`src/rtl/dp_alu_pkg.sv`:
```
package dp_alu_pkg;

    typedef enum logic [3:0] {
        OP_AND = 4'h0, OP_EOR = 4'h1, OP_SUB = 4'h2, OP_RSB = 4'h3,
        OP_ADD = 4'h4, OP_ADC = 4'h5, OP_SBC = 4'h6, OP_RSC = 4'h7,
        OP_TST = 4'h8, OP_TEQ = 4'h9, OP_CMP = 4'hA, OP_CMN = 4'hB,
        OP_ORR = 4'hC, OP_MOV = 4'hD, OP_BIC = 4'hE, OP_MVN = 4'hF
    } alu_op_e;

    typedef enum logic [1:0] {
        CLS_LOGIC = 2'd0,   // bitwise, carry from shifter
        CLS_ADD   = 2'd1,   // Rn + op
        CLS_SUB   = 2'd2,   // Rn - op
        CLS_RSUB  = 2'd3    // op - Rn
    } op_class_e;

    typedef struct packed {
        op_class_e cls;
        logic      cin_from_c;  // carry-in taken from the C flag
        logic      writes;      // destination written
        logic      force_s;     // flags set regardless of S
    } op_ctl_t;

    localparam int FLAG_N = 3;
    localparam int FLAG_Z = 2;
    localparam int FLAG_C = 1;
    localparam int FLAG_V = 0;

endpackage

```
`src/rtl/dp_opdecode.sv`:
```
module dp_opdecode
    import dp_alu_pkg::*;
(
    input  alu_op_e op_i,
    output op_ctl_t ctl_o
);
    always_comb begin
        ctl_o = '{cls: CLS_LOGIC, cin_from_c: 1'b0, writes: 1'b1, force_s: 1'b0};
        unique case (op_i)
            OP_SUB: ctl_o.cls = CLS_SUB;
            OP_RSB: ctl_o.cls = CLS_RSUB;
            OP_ADD: ctl_o.cls = CLS_ADD;
            OP_ADC: begin ctl_o.cls = CLS_ADD;  ctl_o.cin_from_c = 1'b1; end
            OP_SBC: begin ctl_o.cls = CLS_SUB;  ctl_o.cin_from_c = 1'b1; end
            OP_RSC: begin ctl_o.cls = CLS_RSUB; ctl_o.cin_from_c = 1'b1; end
            OP_TST, OP_TEQ: begin
                ctl_o.writes  = 1'b0;
                ctl_o.force_s = 1'b1;
            end
            OP_CMP: begin
                ctl_o.cls = CLS_SUB; ctl_o.writes = 1'b0; ctl_o.force_s = 1'b1;
            end
            OP_CMN: begin
                ctl_o.cls = CLS_ADD; ctl_o.writes = 1'b0; ctl_o.force_s = 1'b1;
            end
            OP_AND, OP_EOR, OP_ORR, OP_MOV, OP_BIC, OP_MVN: ;
            default: ;
        endcase
    end
endmodule

```
`src/rtl/dp_adder.sv`:
```
module dp_adder #(
    parameter int WIDTH = 32
) (
    input  logic [WIDTH-1:0] a_i,
    input  logic [WIDTH-1:0] b_i,
    input  logic             cin_i,
    output logic [WIDTH-1:0] sum_o,
    output logic             cout_o,
    output logic             ovf_o
);
    localparam int MSB = WIDTH - 1;
    logic [WIDTH:0] full;

    always_comb begin
        full   = {1'b0, a_i} + {1'b0, b_i} + {{WIDTH{1'b0}}, cin_i};
        sum_o  = full[MSB:0];
        cout_o = full[WIDTH];
        ovf_o  = (a_i[MSB] == b_i[MSB]) && (full[MSB] != a_i[MSB]);
    end
endmodule

```
`src/rtl/dp_logic.sv`:
```
module dp_logic
    import dp_alu_pkg::*;
#(
    parameter int WIDTH = 32
) (
    input  alu_op_e          op_i,
    input  logic [WIDTH-1:0] rn_i,
    input  logic [WIDTH-1:0] opnd_i,
    output logic [WIDTH-1:0] res_o
);
    always_comb begin
        unique case (op_i)
            OP_AND, OP_TST: res_o = rn_i & opnd_i;
            OP_EOR, OP_TEQ: res_o = rn_i ^ opnd_i;
            OP_ORR:         res_o = rn_i | opnd_i;
            OP_MOV:         res_o = opnd_i;
            OP_BIC:         res_o = rn_i & ~opnd_i;
            OP_MVN:         res_o = ~opnd_i;
            default:        res_o = '0;
        endcase
    end
endmodule

```
`src/rtl/dp_alu.sv`:
```
module dp_alu
    import dp_alu_pkg::*;
#(
    parameter int WIDTH = 32,
    parameter int NFLAG = 4
) (
    input  logic             clk,
    input  logic             rst,
    input  logic             op_valid_i,
    input  logic [3:0]       opcode_i,
    input  logic             s_bit_i,
    input  logic             dest_pc_i,
    input  logic             has_saved_i,
    input  logic [WIDTH-1:0] rn_i,
    input  logic [WIDTH-1:0] opnd_i,
    input  logic             shift_carry_i,
    input  logic [NFLAG-1:0] flags_i,
    output logic [WIDTH-1:0] result_o,
    output logic             wr_en_o,
    output logic [NFLAG-1:0] flags_o,
    output logic             restore_o
);
    localparam int MSB = WIDTH - 1;

    alu_op_e          op;
    op_ctl_t          ctl;
    logic [WIDTH-1:0] add_a, add_b, add_sum, logic_res, res_d;
    logic             add_cin, add_cout, add_ovf;
    logic             s_eff, restore_d;
    logic [NFLAG-1:0] flags_d;

    assign op = alu_op_e'(opcode_i);

    dp_opdecode u_dec (.op_i(op), .ctl_o(ctl));

    // Operand steering: subtraction is a + ~b + carry-in
    always_comb begin
        unique case (ctl.cls)
            CLS_SUB:  begin add_a = rn_i;   add_b = ~opnd_i; end
            CLS_RSUB: begin add_a = opnd_i; add_b = ~rn_i;   end
            default:  begin add_a = rn_i;   add_b = opnd_i;  end
        endcase
        if (ctl.cin_from_c)
            add_cin = flags_i[FLAG_C];
        else
            add_cin = (ctl.cls == CLS_SUB) || (ctl.cls == CLS_RSUB);
    end

    dp_adder #(.WIDTH(WIDTH)) u_add (
        .a_i(add_a), .b_i(add_b), .cin_i(add_cin),
        .sum_o(add_sum), .cout_o(add_cout), .ovf_o(add_ovf)
    );

    dp_logic #(.WIDTH(WIDTH)) u_log (
        .op_i(op), .rn_i(rn_i), .opnd_i(opnd_i), .res_o(logic_res)
    );

    always_comb begin
        res_d     = (ctl.cls == CLS_LOGIC) ? logic_res : add_sum;
        s_eff     = s_bit_i | ctl.force_s;
        restore_d = s_eff & dest_pc_i & has_saved_i;
        flags_d   = flags_i;
        if (s_eff && !restore_d) begin
            flags_d[FLAG_N] = res_d[MSB];
            flags_d[FLAG_Z] = (res_d == '0);
            if (ctl.cls == CLS_LOGIC) begin
                flags_d[FLAG_C] = shift_carry_i;
            end else begin
                flags_d[FLAG_C] = add_cout;
                flags_d[FLAG_V] = add_ovf;
            end
        end
    end

    always_ff @(posedge clk) begin
        if (rst) begin
            result_o  <= '0;
            wr_en_o   <= 1'b0;
            flags_o   <= '0;
            restore_o <= 1'b0;
        end else if (op_valid_i) begin
            result_o  <= res_d;
            wr_en_o   <= ctl.writes;
            flags_o   <= flags_d;
            restore_o <= restore_d;
        end else begin
            wr_en_o   <= 1'b0;
            restore_o <= 1'b0;
        end
    end
endmodule

```
`config.mk`:
```
export PLATFORM = sky130hd
export DESIGN_NAME = dp_alu
export DESIGN_NICKNAME = d
export VERILOG_FILES = /design/src/rtl/dp_alu_pkg.sv /design/src/rtl/dp_opdecode.sv /design/src/rtl/dp_adder.sv /design/src/rtl/dp_logic.sv /design/src/rtl/dp_alu.sv
export SDC_FILE = /design/constraint.sdc
export NUM_CORES = 1
export LEC_CHECK = 0
export BUFFER_PORTS_ARGS = -buffer_cell sky130_fd_sc_hd__buf_4
export CORE_MARGIN = 10
export CORE_UTILIZATION = 50
export DETAILED_ROUTE_END_ITERATION = 10
export HOLD_SLACK_MARGIN = 0.12
export PLACE_DENSITY = 0.73
export SYNTH_ARGS = -nofsm -noshare
export SYNTH_HDL_FRONTEND = slang
export SYNTH_SLANG_ARGS = --single-unit
export TNS_END_PERCENT = 30
```
`constraint.sdc`:
```
create_clock -name clk -period 5 [get_ports clk]
set_input_delay 0 -clock clk [delete_from_list [all_inputs] [get_ports clk]]
set_output_delay 0 -clock clk [all_outputs]
set_load 0.01 [all_outputs]
```
; ---- Word level (Yosys, flattened, before mapping)
; Index checks and enable logic that the tools add are counted.
[word_totals]
output_inout_bits = 38
regBits = 38
[op_classes]
n_addsub = 2
bitwise = 10
n_reduce_logical = 15
n_eq_ne = 19
n_mux = 11
[op_table]
columns = op, count
row1 = case mux 32 bit (6 select lines), 1
row2 = AND 32 bit, 2
row3 = 2-to-1 mux 32 bit, 2
row4 = inverter 32 bit, 2
row5 = case mux 32 bit (2 select lines), 1
row6 = adder 32 x 32 -> 33 bit, 1
row7 = adder 33 x 1 -> 33 bit, 1
row8 = "equality test 4 bit, second input constant", 8
row9 = logical NOT 32 bit, 1
row10 = bitwise OR 32 bit, 1
row11 = bitwise XOR 32 bit, 1
row12 = "equality test 4 x 3 -> 1 bit, second input constant", 4
row13 = OR reduction 3 bit, 3
row14 = "equality test 4 x 2 -> 1 bit, second input constant", 2
row15 = OR reduction 2 bit, 4
row16 = case mux 2 bit (3 select lines), 1
row17 = "equality test 2 bit, second input constant", 2
row18 = "equality test 4 x 1 -> 1 bit, second input constant", 1
row19 = logical NOT 4 bit, 1
row20 = 2-to-1 mux 1 bit, 4
row21 = 2-to-1 mux 4 bit, 1
row22 = OR reduction 4 bit, 1
row23 = AND 1 bit, 2
row24 = logical AND 1 bit, 2
row25 = other kinds (8), 8

; ---- Logic depth before layout (Yosys ltp)
[depth]
ltp_word = 11
ltp_mapped = 20
depth_no_buf = 18

; ---- By module
; A second synthesis with hierarchy kept.
[unflattened]
cells_unflattened = 868
hier_area_um2 = 7435.9
[modules_own_cells]
columns = mod, seq_area_each_um2, cells_per_inst, instances, area_each_um2
row1 = dp_alu, 760.7, 338, 1, 3174.3
row2 = dp_logic, 0.0, 294, 1, 2519.9
row3 = dp_adder, 0.0, 228, 1, 1686.6
row4 = dp_opdecode, 0.0, 8, 1, 55.1

; ---- Least setup slack after synthesis
; Ideal clock, no wire load.
[synth_path]
kind = input port to flip-flop
from = in opcode_i[0]
to = reg flags_o[2]
setup_ps = 69
path_slack_ps = 694
stages = 20
t_arrival_ps = 4238
cell_sequence = buf_2 > clkbuf_1 > clkbuf_1 > nor3_1 > inv_1 > nand2_1 > clkbuf_1 > o21ai_0 > fa_1 > fa_1 > nand3_1 > a21oi_1 > or3_1 > a221o_1 > xor2_1 > a21oi_2 > nand3_1 > a2111oi_0 > nand4_1 > o21ai_1
[synth_between]
elab_chain_len = 10
elab_cells_between_ends = 44
[synth_lines]
columns = element, line_no
row1 = start: declaration, dp_alu.sv:10  ; input logic [3:0] opcode_i,
row2 = equality test 4 x 3 -> 1 bit (tied with other cells), dp_opdecode.sv:9  ; unique case (op_i)
row3 = OR reduction 3 bit (no line) or OR reduction 2 bit (tied branches), n/a
row4 = case mux 2 bit (3 select lines), dp_opdecode.sv:9
row5 = equality test 2 bit, "dp_alu.sv:38, dp_alu.sv:46"
row6 = case mux 32 bit (2 select lines) (tied with other cells), dp_alu.sv:38  ; unique case (ctl.cls)
row7 = adder 32 x 32 -> 33 bit or 2-to-1 mux 1 bit (tied branches), "dp_adder.sv:15, dp_alu.sv:43"
row8 = adder 33 x 1 -> 33 bit, dp_adder.sv:15  ; full = {1'b0, a_i} + {1'b0, b_i} + {{WIDTH{1'b0}}, cin_i};
row9 = 2-to-1 mux 32 bit, dp_alu.sv:59  ; res_d = (ctl.cls == CLS_LOGIC) ? logic_res : add_sum;
row10 = logical NOT 32 bit, dp_alu.sv:65  ; flags_d[FLAG_Z] = (res_d == '0);
row11 = 2-to-1 mux 4 bit (*), dp_alu.sv:63  ; if (s_eff && !restore_d) begin
row12 = end signal: assignment, dp_alu.sv:84  ; flags_o <= flags_d;
row13 = end: declaration, dp_alu.sv:20  ; output logic [NFLAG-1:0] flags_o,
; Mark *: on every way between the ends. The rest lies on a longest branch, timed or not.
; A chain may end at the register's enable or synchronous reset.

; ---- Worst setup path after layout
; Ends and elaborated chain as after synthesis.

==> impl_metrics.py <==
metrics = {
    "detailed_routing": {
        "viasPerCell": 6.28,
        "drt-pass1-iter-count": 5,
        "drt-wirelength-per-cell_um": 20.3,
        "wirelength_um": 25900,
        "drt-initial-drc-count": 832,
        "ant_nets": 0,
        "via_count": 8037,
        "drcViolationCount": 0,
    },
    "sta": {
        "tightestPinTransition_ps": 794,
        "finClkSkew_ps": 0,
        "drv_slew": 0,
        "period_needed_ps": 4390,
        "fmax_mhz": 228,
        "slew_headroom": 0.457,
        "fin_crit_sh": 0.878,
        "rsz0062_at_grt": "false",
        "hold_viol": 0,
        "hold_ws_ps": 132,
        "setup_viol": 0,
        "tns_ps": 0,
    },
    "setup_path": {
        "rrSetupSlack_ps": 4170,
        "crit_chain": "buf_4, clkinv_1, nor2_1, nand2_2, buf_4, buf_4, o21ai_0, fa_1, a211oi_1, o21a_1, xnor2_1, a2111oi_0, buf_4, and4b_1, nand4_1, nor4_1, nand4_1, o21ai_1",
        "critical_path_arrival_ps": 4600,
        "worst-r2r-cell-count": 2,
        "cpPeakStageDelay_ps": 760,
        "worstSetupStartpoint": "opcode_i[0]",
        "endpoint_kind": "flip-flop",
        "startpoint_type": "input pin",
        "reg2reg_from": "result_o[15]",
        "worstPathRequired_ps": 5210,
        "crit_top_cell": "buf_4",
        "crit_slowest_cell": "a2111oi_0",
        "critPathKind": "in2reg",
        "reg2reg_to": "result_o[15]",
        "crit_fanout": 38,
    },
    "synth": {
        "netlist_area_mm2": 0.00662,
        "synth_nets": 1172,
        "async_reset_ff_frac": 0,
        "synth-edff-count": 0,
        "ys_types": 79,
        "syn_inst": 1028,
        "synth_ff_type": "dfxtp_1",
        "yosys_warnings": 0,
        "yosysSeqAreaShare": 0.115,
        "ys_seq_elements": 38,
        "syn_area_per_cell_um2": 6.44,
    },
    "floorplanning": {
        "die_y_um": 135,
        "start_util": 0.518,
        "die_w_um": 135,
        "fp-row-count": 41,
        "dieArea_mm2": 0.0182,
        "boundaryPins": 117,
        "coreArea_mm2": 0.0128,
    },
    "global_routing": {
        "grt_pass1_wl_um": 40700,
        "grt_pass1_vias": 7590,
        "grtUsageTotal": 0.275,
        "antenna_found_initial": 0,
        "grt_max_degree": 53,
        "gr-total-overflow": 0,
    },
    "cts": {
        "insertion_delay_ps": 290,
        "cts.path.max_buffers": 2,
        "postCtsResizedCells": 0,
        "clk_pin_slew_ps": 60,
        "cts_num_sinks": 38,
        "cts_tree": "built",
        "cts_root_buf": "clkbuf_16",
        "cts_buffers": 5,
        "htreeDepth": 2,
    },
    "place": {
        "hpwlAfterDp_um": 20100,
        "placed_area_mm2": 0.00758,
        "port_buffers": 116,
        "dp_cells": 1267,
        "place_congestion": 1.01,
    },
    "power_and_ir_drop": {
        "leakagePower_nw": 3.59,
        "pwr_density_cell_mw_per_mm2": 232,
        "peakVddDrop_mv": 0.192,
    },
    "cells_and_area": {
        "fin_area_mm2": 0.00783,
        "post-route-util": 0.613,
        "finish.net_count": 1251,
        "final_cells": 1280,
        "antenna_cells": 0,
        "drive_gt1_frac": 0.150,
        "syn_to_final_growth_pct": 18.2,
    },
    "hold_path": {
        "holdPathStages": 4,
        "worst_hold_path.endpoint": "flags_o[2]",
        "min_path_type": "in2reg",
        "min-delay-start": "flags_i[2]",
    },
    "run_status": {
        "status": "finished clean",
    },
    "flow_run": {
        "maxCapViolCount": 0,
    },
}
[sequential cells by signal (all words and copies together) (netlist names)]
register	cells
flags_o	4
restore_o	1
result_o	32
wr_en_o	1
[critical path, delay by kind of cell]
| kind | cells | cell delay, ps |
|---|---|---|
| xor gates and xnor gates | 1 | 100 |
| AOI/OAI and AO/OA | 5 | 1790 |
| and+or+nand+nor | 6 | 1080 |
| adders and majority gates | 1 | 450 |
| buffers and inverters | 5 | 1160 |
[cells in the final DEF, fill, tap and decap left out, drive strengths merged, types with 6 or more instances in the layout]
master / instances
a31oi: 6
a211oi: 28
xor2: 16
o32ai: 6
dfxtp: 38
o211ai: 9
ha: 63
nor2: 114
nand4: 14
o21bai: 6
clkbuf: 6
o21ai: 121
nor2b: 15
o22ai: 22
buf: 135
a22oi: 9
nand3: 21
nor3: 15
a21oi: 121
nand2: 106
inv: 78
o221ai: 8
a21o: 17
xnor2: 21
mux2i: 12
[layer usage]
layer  GRT usage  part of all wire  up-vias
met5           0                 0        -
met4       0.164             0.063        0
met3      0.0404             0.065       80
met2       0.463              0.47      371
met1       0.323              0.40     3706
li1            -                 -     3880
[stage by stage]
step                setup WS [ps]  total power, mW
floorplan                     694             1.03
global placement              525             1.38
detailed placement            450             1.37
CTS                           668             1.80
global route                  320             1.94
finish                        610             1.82
[power by group]
part | switching [mW] | leakage [nW] | internal (mW)
logic | 0.632 | 3.18 | 0.410
registers | 0.0169 | 0.314 | 0.335
clock network | 0.126 | 0.0971 | 0.299
total | 0.775 | 3.59 | 1.04
[timing repair]
item | CTS | global route
endpoints found under the hold margin | 8 | 0
endpoints found under the setup margin | 0 | 0
setup buffers | 0 | 0
hold buffers | 5 | 0
[cell families (layout without fill, tap and decap cells)]
family / Yosys count / after routing / synth area share
flip-flops: 38 / 38 / 0.115
AO/OA/AOI/OAI: 405 / 405 / 0.383
XOR/XNOR: 37 / 37 / 0.0490
adder cells (fa/ha/maj): 65 / 65 / 0.125
AND/OR/NAND/NOR: 323 / 323 / 0.222
multiplexers: 12 / 12 / 0.0181
buffers and inverters: 148 / 228 / 0.0875
[Yosys cell counts (7+ instances only)]
cell,count,area share
a211oi_1,27,0.031
a21o_1,17,0.019
a21oi_1,120,0.091
a22oi_1,9,0.010
buf_2,18,0.014
clkbuf_1,46,0.026
dfxtp_1,38,0.11
ha_1,63,0.12
inv_1,78,0.044
mux2i_1,12,0.018
nand2_1,105,0.060
nand3_1,21,0.016
nand4_1,14,0.013
nor2_1,114,0.065
nor2b_1,15,0.014
nor3_1,15,0.011
o211ai_1,8,0.0091
o21ai_0,120,0.091
o221ai_1,7,0.0093
o22ai_1,22,0.021
xnor2_1,21,0.028
xor2_1,16,0.021
[worst max path at each step]
stage / endpoint / slack (ps) / depth (start not counted)
2_1_floorplan: flags_o[2] / 690 / 20
3_3_place_gp: flags_o[2] / 530 / 18
6_report: flags_o[2] / 610 / 18
3_5_place_dp: flags_o[2] / 450 / 18
4_1_cts: flags_o[2] / 670 / 18
5_1_grt: flags_o[2] / 320 / 17
[cell type report]
type | count | area [um2]
clock buffers | 6 | 139
clock inverters | 2 | 60.1
fillers | 1228 | 4950
inverters | 80 | 300
multi-input cells | 842 | 5290
flip-flops and latches | 38 | 761
well taps | 172 | 215
repair buffers | 140 | 1060
(Power assumes the default switching activity.)
